### config.mk
export PLATFORM = sky130hd
export DESIGN_NAME = tdi_accum
export DESIGN_NICKNAME = d
export VERILOG_FILES = /design/src/rtl/tdi_pkg.sv /design/src/rtl/tdi_ctrl.sv /design/src/rtl/tdi_datapath.sv /design/src/rtl/tdi_accum.sv
export SDC_FILE = /design/constraint.sdc
export NUM_CORES = 1
export LEC_CHECK = 0
export ABC_CLOCK_PERIOD_IN_PS = 14600
export BUFFER_PORTS_ARGS = -buffer_cell sky130_fd_sc_hd__buf_2
export CAP_MARGIN = 20
export CORE_UTILIZATION = 40
export DETAILED_ROUTE_END_ITERATION = 7
export GPL_ROUTABILITY_DRIVEN = 0
export SYNTH_ARGS = -nofsm -noshare
export SYNTH_HDL_FRONTEND = slang
export SYNTH_SLANG_ARGS = --single-unit
### constraint.sdc
create_clock -name clk -period 14.6 [get_ports clk]
set_clock_uncertainty 0.2 [all_clocks]
set_input_delay 2.92 -clock clk [delete_from_list [all_inputs] [get_ports clk]]
set_output_delay 2.92 -clock clk [all_outputs]
set_load 0.02 [all_outputs]
### src/rtl/tdi_pkg.sv
package tdi_pkg;

  // Strobes from the control unit to the datapath
  typedef struct packed {
    logic shift;    // advance the partial-sum chain
    logic flush;    // clear every partial sum
    logic done;     // last stage holds a finished sum
    logic load;     // move the scaled word into the serializer
    logic reverse;  // active scan direction
  } tdiCtl_t;

endpackage

### src/rtl/tdi_ctrl.sv
module tdi_ctrl
  import tdi_pkg::*;
#(
  parameter int NPIX       = 8,
  parameter int OVERSAMPLE = 3,
  parameter int OUT_W      = 16
) (
  input  logic    clk,
  input  logic    rst,
  input  logic    sampleStrobe,
  input  logic    scanReverse,
  output tdiCtl_t ctl,
  output logic    wordStart
);

  localparam int DEPTH  = OVERSAMPLE * (NPIX - 1) + 1;
  localparam int FILL_W = $clog2(DEPTH + 1);
  localparam int BIT_W  = $clog2(OUT_W);

  logic              activeDir;
  logic [FILL_W-1:0] fillCnt;
  logic              doneQ;
  logic              scaledValid;
  logic [BIT_W-1:0]  remCnt;
  logic              wordStartQ;

  logic flushC, shiftC, loadC;

  assign flushC = (scanReverse != activeDir);
  assign shiftC = sampleStrobe && !flushC;
  assign loadC  = scaledValid && (remCnt == '0);

  assign ctl.shift   = shiftC;
  assign ctl.flush   = flushC;
  assign ctl.done    = doneQ;
  assign ctl.load    = loadC;
  assign ctl.reverse = activeDir;
  assign wordStart   = wordStartQ;

  always_ff @(posedge clk) begin
    if (rst) begin
      activeDir   <= 1'b0;
      fillCnt     <= '0;
      doneQ       <= 1'b0;
      scaledValid <= 1'b0;
      remCnt      <= '0;
      wordStartQ  <= 1'b0;
    end else begin
      activeDir <= scanReverse;
      if (flushC) begin
        fillCnt <= '0;
      end else if (shiftC && (fillCnt != FILL_W'(DEPTH))) begin
        fillCnt <= fillCnt + 1'b1;
      end
      doneQ       <= shiftC && (fillCnt >= FILL_W'(DEPTH - 1));
      scaledValid <= doneQ;
      if (loadC) begin
        remCnt <= BIT_W'(OUT_W - 1);
      end else if (remCnt != '0) begin
        remCnt <= remCnt - 1'b1;
      end
      wordStartQ <= loadC;
    end
  end

endmodule

### src/rtl/tdi_datapath.sv
module tdi_datapath
  import tdi_pkg::*;
#(
  parameter int NPIX       = 8,
  parameter int OVERSAMPLE = 3,
  parameter int COARSE_W   = 5,
  parameter int FINE_W     = 8,
  parameter int OUT_W      = 16,
  parameter int FRAC_W     = 8
) (
  input  logic                     clk,
  input  logic                     rst,
  input  tdiCtl_t                  ctl,
  input  logic [NPIX-1:0]          pixelEnable,
  input  logic [NPIX*COARSE_W-1:0] coarseIn,
  input  logic [NPIX*FINE_W-1:0]   fineIn,
  output logic                     serialOut,
  output logic                     noPixels,
  output logic [OUT_W-1:0]         lastSum
);

  localparam int DEPTH  = OVERSAMPLE * (NPIX - 1) + 1;
  localparam int CNT_W  = $clog2(NPIX + 1);
  localparam int MULT_W = FRAC_W + $clog2(NPIX) + 1;
  localparam int PROD_W = OUT_W + MULT_W;

  // Rounded fixed-point value of NPIX/n
  function automatic logic [MULT_W-1:0] gainMult(input int n);
    int num;
    num = NPIX << (FRAC_W + 1);
    if (n == 0) return '0;
    return MULT_W'((num / n + 1) / 2);
  endfunction

  logic [MULT_W-1:0] multTab [NPIX+1];
  for (genvar g = 0; g <= NPIX; g++) begin : g_mult
    assign multTab[g] = gainMult(g);
  end

  // Per-lane values with enables applied, then reordered by scan direction
  logic [OUT_W-1:0] laneVal  [NPIX];
  logic [OUT_W-1:0] orderVal [NPIX];
  for (genvar p = 0; p < NPIX; p++) begin : g_lane
    assign laneVal[p] = pixelEnable[p]
      ? OUT_W'({coarseIn[p*COARSE_W +: COARSE_W], fineIn[p*FINE_W +: FINE_W]})
      : '0;
    assign orderVal[p] = ctl.reverse ? laneVal[NPIX-1-p] : laneVal[p];
  end

  // Staggered partial sums: a pixel taps in every OVERSAMPLE stages
  logic [OUT_W-1:0] psum [DEPTH];
  for (genvar i = 0; i < DEPTH; i++) begin : g_stage
    logic [OUT_W-1:0] prevVal, addVal, stageQ;
    if (i == 0) begin : g_head
      assign prevVal = '0;
    end else begin : g_link
      assign prevVal = psum[i-1];
    end
    if (i % OVERSAMPLE == 0) begin : g_tap
      assign addVal = orderVal[i / OVERSAMPLE];
    end else begin : g_gap
      assign addVal = '0;
    end
    always_ff @(posedge clk) begin
      if (rst || ctl.flush) begin
        stageQ <= '0;
      end else if (ctl.shift) begin
        stageQ <= prevVal + addVal;
      end
    end
    assign psum[i] = stageQ;
  end

  assign lastSum = psum[DEPTH-1];

  // Gain compensation and saturation
  logic [CNT_W-1:0]  enCount;
  logic [PROD_W-1:0] prod, prodShift;
  logic [OUT_W-1:0]  satWord, scaledWord;

  assign enCount   = CNT_W'($countones(pixelEnable));
  assign prod      = PROD_W'(lastSum) * PROD_W'(multTab[enCount]);
  assign prodShift = prod >> FRAC_W;
  assign satWord   = (|prodShift[PROD_W-1:OUT_W]) ? '1 : prodShift[OUT_W-1:0];

  logic [OUT_W-1:0] shiftReg;

  always_ff @(posedge clk) begin
    if (rst) begin
      scaledWord <= '0;
      shiftReg   <= '0;
      noPixels   <= 1'b0;
    end else begin
      if (ctl.done) scaledWord <= satWord;
      if (ctl.load) shiftReg <= scaledWord;
      else          shiftReg <= {shiftReg[OUT_W-2:0], 1'b0};
      noPixels <= (pixelEnable == '0);
    end
  end

  assign serialOut = shiftReg[OUT_W-1];

endmodule

### src/rtl/tdi_accum.sv
module tdi_accum
  import tdi_pkg::*;
#(
  parameter int NPIX       = 8,
  parameter int OVERSAMPLE = 3,
  parameter int COARSE_W   = 5,
  parameter int FINE_W     = 8,
  parameter int OUT_W      = 16,
  parameter int FRAC_W     = 8
) (
  input  logic                     clk,
  input  logic                     rst,
  input  logic                     sampleStrobe,
  input  logic                     scanReverse,
  input  logic [NPIX-1:0]          pixelEnable,
  input  logic [NPIX*COARSE_W-1:0] coarseIn,
  input  logic [NPIX*FINE_W-1:0]   fineIn,
  output logic                     serialOut,
  output logic                     wordStart,
  output logic                     noPixels
);

  tdiCtl_t          ctl;
  logic [OUT_W-1:0] lastSum;

  tdi_ctrl #(
    .NPIX(NPIX), .OVERSAMPLE(OVERSAMPLE), .OUT_W(OUT_W)
  ) u_ctrl (
    .clk(clk), .rst(rst), .sampleStrobe(sampleStrobe),
    .scanReverse(scanReverse), .ctl(ctl), .wordStart(wordStart)
  );

  tdi_datapath #(
    .NPIX(NPIX), .OVERSAMPLE(OVERSAMPLE), .COARSE_W(COARSE_W),
    .FINE_W(FINE_W), .OUT_W(OUT_W), .FRAC_W(FRAC_W)
  ) u_dp (
    .clk(clk), .rst(rst), .ctl(ctl), .pixelEnable(pixelEnable),
    .coarseIn(coarseIn), .fineIn(fineIn), .serialOut(serialOut),
    .noPixels(noPixels), .lastSum(lastSum)
  );

endmodule

==> impl_metrics.env, run 1 <==
export IMPL_drc=0
export IMPL_cpMostUsedCell="fa_1"
export IMPL_numCtsBuffers=44
export IMPL_core_area_um2=60250
export IMPL_startpoint_type="primary input"
export IMPL_internal_power_uw=2190
export IMPL_nNetsFinal=3119
export IMPL_crit_family="adder cells"
export IMPL_relSlewSlack=0.2998
export IMPL_power_density_nw_per_um2=121.5
export IMPL_grt_pass1_wl_um=105600
export IMPL_tightest_slew_ps=1050
export IMPL_first_global_vias=19380
export IMPL_die_w_um=248.6
export IMPL_crit_fanout=28
export IMPL_clk_pin_slew_ps=60
export IMPL_num_io_pins=119
export IMPL_syn_num_nets=3130
export IMPL_clock_sinks=380
export IMPL_post_drt_wl_per_cell_um=18.91
export IMPL_maxCapViolations=0
export IMPL_finalPower_uw=3276
export IMPL_synth_cells=2696
export IMPL_place_port_buffers=118
export IMPL_ant_nets=0
export IMPL_grt_overflow_total=0
export IMPL_fmax_ghz=0.07822
export IMPL_switching_power_uw=1086
export IMPL_leakage_uw=0.01205
export IMPL_power_switching_share=0.3315
export IMPL_yosys_cell_types_count=62
export IMPL_cts_resized=0
export IMPL_synthArstFlopShare=0
export IMPL_ys_flop_type="dfxtp_1"
export IMPL_ir_worst_vdd_mv=0.09459
export IMPL_grt_use_total=0.2130
export IMPL_finalMaxSlewViolations=0
export IMPL_yosys_warnings=0
export IMPL_cp_required_ps=14810
export IMPL_ys_seq_area_frac=0.3128
export IMPL_clockPowerShare=0.375
export IMPL_cpPeakStageDelay_ps=850
export IMPL_htree_levels=2
export IMPL_drt_pass1_iterations=6
export IMPL_vias=20010
export IMPL_clockBufferDepth=3
export IMPL_synth_edf_count=0
export IMPL_seqCellArea_um2=7611
export IMPL_antenna_found_initial=16
export IMPL_timing_hold_ws_ps=245.1
export IMPL_fin_crit_sh=0.8756
export IMPL_multi_input_area_um2=15160
export IMPL_die_area_um2=61780
export IMPL_setup_violations_final=0
export IMPL_rows=90
export IMPL_worst_setup_path_type="in -> reg"
export IMPL_cp_arrival_ps=12990
export IMPL_wl_um=66340
export IMPL_outcome="complete, no violations"
export IMPL_end_kind="flip-flop"
export IMPL_tns_ps=0
export IMPL_areaGrowthSynthToFinish_pct=10.86
export IMPL_syn_area_per_cell_um2=9.020
export IMPL_rsz0062_at_grt="no"
export IMPL_seq_power_share=0.352
export IMPL_layout_drive_gt1_share=0.1707
export IMPL_initial_utilization=0.4036
export IMPL_path_buf_inv=7
export IMPL_place_hpwl_um=48310
export IMPL_critPathSlowestCell="nor2_1"
export IMPL_ctsHoldBuffers=0
export IMPL_period_minus_slack_ps=12780
export IMPL_dieHeight_um=248.6
export IMPL_drtIter0Drc=1797
export IMPL_insertion_delay_ps=570
export IMPL_fill_cells=5732
export IMPL_cts_tree="done"
export IMPL_comb_power_share=0.273
export IMPL_synth_seq_cells=380
export IMPL_vias_per_cell=5.703
export IMPL_cts_root_buf="clkbuf_16"
export IMPL_min_path_type="reg -> reg"
export IMPL_grt_max_degree=136
export IMPL_post_cts_buffers=0
export IMPL_syn_area_um2=24320
export IMPL_hold_viol_final=0
## registers in the layout (all words and copies together), names as in the netlist, 4 cells and up
name	flops
u_dp.g_stage.stageQ	302
u_dp.lastSum	16
u_dp.g_stage.prevVal	16
u_ctrl.fillCnt	5
u_dp.scaledWord	16
u_ctrl.remCnt	4
u_dp.shiftReg	16
## placed cells by master (no fill, tap or decap), types with 7 or more instances in the layout
cell | synthesis | layout
a211o_1 | 7 | 7
a31oi_1 | 9 | 9
bufinv_16 | 0 | 8
inv_1 | 223 | 223
buf_2 | 1 | 117
fa_1 | 150 | 150
nand2_1 | 270 | 269
nand2b_1 | 23 | 23
clkbuf_16 | 0 | 45
nor2_1 | 120 | 120
buf_4 | 0 | 16
or3_1 | 15 | 15
nand3_1 | 121 | 121
o31ai_1 | 9 | 9
xnor2_1 | 47 | 47
nand4_1 | 10 | 10
and3_1 | 35 | 35
dfxtp_1 | 380 | 379
o21bai_1 | 12 | 12
a211oi_1 | 22 | 22
and2_1 | 39 | 38
clkbuf_8 | 0 | 10
a21oi_1 | 175 | 175
diode_2 | 0 | 9
o221a_2 | 227 | 227
a21o_1 | 24 | 24
a311oi_1 | 25 | 25
xor2_1 | 64 | 64
nor3_1 | 37 | 37
o21ai_0 | 223 | 223
clkinv_2 | 0 | 7
o21a_1 | 8 | 8
ha_1 | 168 | 168
## cells by family (layout without fill, tap and decap cells)
family,Yosys count,in the layout,synth area share
adder cells (fa/ha/maj),318,318,0.2099
multiplexers,2,2,0.0008233
buffers and inverters,415,437,0.06488
AND/OR/NAND/NOR,690,690,0.1300
other,0,9,0
AO/OA/AOI/OAI,779,779,0.2409
flip-flops,380,380,0.3128
XOR/XNOR,112,112,0.04065
## power groups by stage
stage	registers, µW	logic [µW]	clock network (µW)
6_report	1150	893	1230
2_1_floorplan	1150	673	0
3_3_place_gp	1170	863	0
5_1_grt	1160	1010	1300
3_5_place_dp	1170	888	0
4_1_cts	1150	895	1260
## routing by layer
metal / vias to the layer above / wire [µm] / GRT usage
met5: - / 53 / 0
met4: 10 / 2280 / 0.07933
met3: 138 / 5126 / 0.03884
met2: 647 / 28550 / 0.3274
met1: 9642 / 30330 / 0.2970
li1: 9574 / - / -
## cell usage after synthesis (all sizes together), types with 2 or more instances
master | count | area share
or3 | 15 | 0.0039
a211o | 7 | 0.0025
a21oi | 175 | 0.036
a31oi | 9 | 0.0023
a41oi | 4 | 0.0014
o41ai | 2 | 0.00072
a21o | 24 | 0.0074
buf | 12 | 0.0025
clkbuf | 179 | 0.028
o21ba | 2 | 0.00082
o2111ai | 3 | 0.0011
and3 | 35 | 0.0090
o21a | 8 | 0.0025
dfxtp | 380 | 0.31
nand4 | 10 | 0.0026
o211ai | 7 | 0.0027
nor3 | 37 | 0.0076
inv | 224 | 0.035
xnor2 | 48 | 0.018
o21bai | 12 | 0.0037
nand2b | 23 | 0.0059
nand3 | 121 | 0.025
a311oi | 29 | 0.012
mux2i | 2 | 0.00082
and4 | 5 | 0.0018
o221a | 227 | 0.11
nor2b | 4 | 0.0010
o31ai | 9 | 0.0028
xor2 | 64 | 0.023
o21ai | 223 | 0.046
fa | 150 | 0.12
a31o | 6 | 0.0022
nor3b | 4 | 0.0012
and2 | 40 | 0.010
or2 | 2 | 0.00051
nand2 | 271 | 0.042
ha | 168 | 0.086
a211oi | 23 | 0.0076
nor2 | 121 | 0.019
## through the flow
stage / utilization / worst slack [ps] / instances / area, µm²
5_1_grt: 0.4471 / 1305 / 3500 / 26930
6_report: 0.4475 / 1816 / 3509 / 26960
3_5_place_dp: 0.4201 / 1391 / 3421 / 25310
2_1_floorplan: - / 2555 / 2696 / 24320
3_3_place_gp: 0.4201 / 1695 / 3421 / 25310
4_1_cts: 0.4471 / 1999 / 3500 / 26930
## tightest hold or removal path, stage by stage, from the launching register on
cell	delay, ps
dfxtp_1	300
nand2_1	50
a21oi_1	50
## final cells by class
class | instances | share of cell area
multi-input combinational | 1901 | 0.5622
sequential | 380 | 0.2823
clock buffer | 57 | 0.04716
tap | 782 | 0.03630
inverter | 224 | 0.03119
timing repair buffer | 134 | 0.02673
clock inverter | 22 | 0.01323
antenna | 9 | 0.0008355
## final timing paths
path                                       start                 end  slack [ps]  cells past startpoint
worst min register to register  u_dp.shiftReg[9]   u_dp.shiftReg[10]         250                      2
worst min-delay path            u_dp.shiftReg[9]   u_dp.shiftReg[10]         250                      2
worst max register to register   u_dp.lastSum[1]  u_dp.scaledWord[0]        7600                     18
worst max-delay path              pixelEnable[4]  u_dp.scaledWord[0]        1820                     30
Note: power is estimated with default switching activity, not from simulation.
==> inputs of run 2 (changes only) <==
--- a/config.mk
+++ b/config.mk
@@ -8,6 +8,7 @@
 export ABC_CLOCK_PERIOD_IN_PS = 14600
 export BUFFER_PORTS_ARGS = -buffer_cell sky130_fd_sc_hd__buf_2
 export CAP_MARGIN = 20
+export CORE_MARGIN = 10
 export CORE_UTILIZATION = 40
 export DETAILED_ROUTE_END_ITERATION = 7
 export GPL_ROUTABILITY_DRIVEN = 0
==> run 2 against run 1 <==
  * Count of clock-buffer cells in the layout rose by 5
  * Sequential cell count did not move
  * Largest cell class unchanged
  * Critical path type unchanged
  * Clock power fell by 9.8%
  * Global-route usage fell by 2.6 points
  * Final cell count fell by 0.20%
  * Highest routed layer unchanged
  * Worst setup slack improved by 67 ps
  * Largest power group is now registers
  * Combinational power fell by 0.7%
==> impl_metrics.env, run 2 (synthesis gave the netlist of run 1 again) <==
export IMPL_die_w_um=266.6
export IMPL_rsz0062_at_grt="no"
export IMPL_min_path_cells=2
export IMPL_final_cell_mix="379 x dfxtp_1, 269 x nand2_1, 227 x o221a_2"
export IMPL_grt_use_total=0.1870
export IMPL_leakage_uw=0.01198
export IMPL_regMostFlops="u_dp.g_stage.stageQ"
export IMPL_vias=19940
export IMPL_cts_tree="done"
export IMPL_outcome="complete, no violations"
export IMPL_areaGrowthSynthToFinish_pct=10.25
export IMPL_insertion_delay_ps=590
export IMPL_largest_reg_flops=302
export IMPL_num_io_pins=119
export IMPL_post_cts_buffers=0
export IMPL_cp_arrival_ps=12940
export IMPL_grt_pass1_wl_um=107300
export IMPL_cp_required_ps=14820
export IMPL_clk_pin_slew_ps=60
export IMPL_ir_worst_vdd_mv=0.08397
export IMPL_finalPower_uw=3152
export IMPL_critPathSlowestCell="nor2_1"
export IMPL_fin_crit_sh=0.8710
export IMPL_layout_setup_ws_ps=1883
export IMPL_place_ws_ps=1418
export IMPL_clockBufferDepth=3
export IMPL_tns_ps=0
export IMPL_mostFrequentLayoutCell="dfxtp_1"
export IMPL_fmax_ghz=0.07863
export IMPL_cpPeakStageDelay_ps=840
export IMPL_core_area_um2=60250
export IMPL_power_density_nw_per_um2=117.6
export IMPL_vias_per_cell=5.695
export IMPL_cts_root_buf="clkbuf_16"
export IMPL_post_drt_wl_per_cell_um=19.18
export IMPL_numCtsBuffers=44
export IMPL_rows=90
export IMPL_ctsHoldBuffers=0
export IMPL_timing_hold_ws_ps=240.0
export IMPL_r2r_cells=18
export IMPL_first_global_vias=19370
export IMPL_grt_max_degree=175
export IMPL_die_area_um2=71050
export IMPL_initial_utilization=0.4036
export IMPL_nNetsFinal=3118
export IMPL_relSlewSlack=0.3168
export IMPL_period_minus_slack_ps=12720
export IMPL_drt_pass1_iterations=7
export IMPL_crit_fanout=28
export IMPL_end_kind="flip-flop"
export IMPL_drtIter0Drc=1871
export IMPL_startpoint_type="primary input"
export IMPL_place_hpwl_um=49730
export IMPL_finalMaxSlewViolations=0
export IMPL_hold_viol_final=0
export IMPL_layout_drive_gt1_share=0.1683
export IMPL_setup_violations_final=0
export IMPL_clock_sinks=380
export IMPL_drc=0
export IMPL_cpMostUsedCell="fa_1"
export IMPL_antenna_found_initial=11
export IMPL_wl_um=67160
export IMPL_maxCapViolations=0
export IMPL_place_port_buffers=118
export IMPL_dieHeight_um=266.6
export IMPL_grt_overflow_total=0
export IMPL_ant_nets=0
export IMPL_min_path_type="reg -> reg"
export IMPL_worst_setup_path_type="in -> reg"
export IMPL_htree_levels=2
export IMPL_tightest_slew_ps=1025
export IMPL_cts_resized=0
[run 2: cell count changes in the layout (fill, tap and decap cells not counted)]
cell | previous run | this run
buf_12 | 0 | 2
buf_4 | 16 | 13
diode_2 | 9 | 4
inv_8 | 1 | 0
clkbuf_1 | 2 | 7
clkinv_2 | 7 | 6
clkinv_4 | 1 | 2
bufinv_16 | 8 | 2
clkinv_8 | 0 | 1
[run 2: area by class of cell]
| type | instances | area, µm² |
|---|---|---|
| Inverter | 224 | 840.8 |
| Clock inverter | 16 | 185.2 |
| Tap cell | 782 | 978.4 |
| Fill cell | 5750 | 33440 |
| Clock buffer | 62 | 1290 |
| Multi-Input combinational cell | 1901 | 15160 |
| Antenna cell | 4 | 10.01 |
| Sequential cell | 380 | 7611 |
| Timing Repair Buffer | 133 | 738.2 |
[run 2: final timing paths]
kind / end / from / slack, ps
worst min-delay path: u_dp.shiftReg[9] / u_dp.shiftReg[8] / 240
worst min register to register: u_dp.shiftReg[9] / u_dp.shiftReg[8] / 240
worst max register to register: u_dp.scaledWord[5] / u_dp.lastSum[1] / 7650
worst max-delay path: u_dp.scaledWord[5] / pixelEnable[5] / 1880
[run 2: report_power, final]
part | total, µW | switching, µW | internal, µW | leakage [µW]
combinational | 887 | 557 | 330 | 0.00815
sequential | 1160 | 56.0 | 1100 | 0.00311
clock | 1110 | 454 | 655 | 0.000718
[run 2: critical path, delay by kind of cell]
family | cells | cell delay [ps]
AO/OA/AOI/OAI | 9 | 2530
adder cells (fa/ha/maj) | 11 | 5210
buffers and inverters | 7 | 800
AND/OR/NAND/NOR | 3 | 1450
[run 2: metrics by stage]
stage,area (µm²),instances,util
finish,26810,3502,0.4450
global route,26800,3498,0.4448
CTS,26800,3498,0.4448
detailed placement,25320,3420,0.4204
global placement,25300,3419,0.4200
floorplan,24320,2696,-
[run 2: per-layer routing]
| layer | GRT usage | share of wire | vias up | wire [µm] |
|---|---|---|---|---|
| met3 | 0.04362 | 0.081 | 91 | 5420 |
| met4 | 0.04038 | 0.019 | 18 | 1257 |
| met1 | 0.2627 | 0.47 | 9691 | 31350 |
| met2 | 0.2870 | 0.43 | 582 | 29020 |
| met5 | 0 | 0.0017 | - | 115 |
| li1 | - | - | 9562 | - |
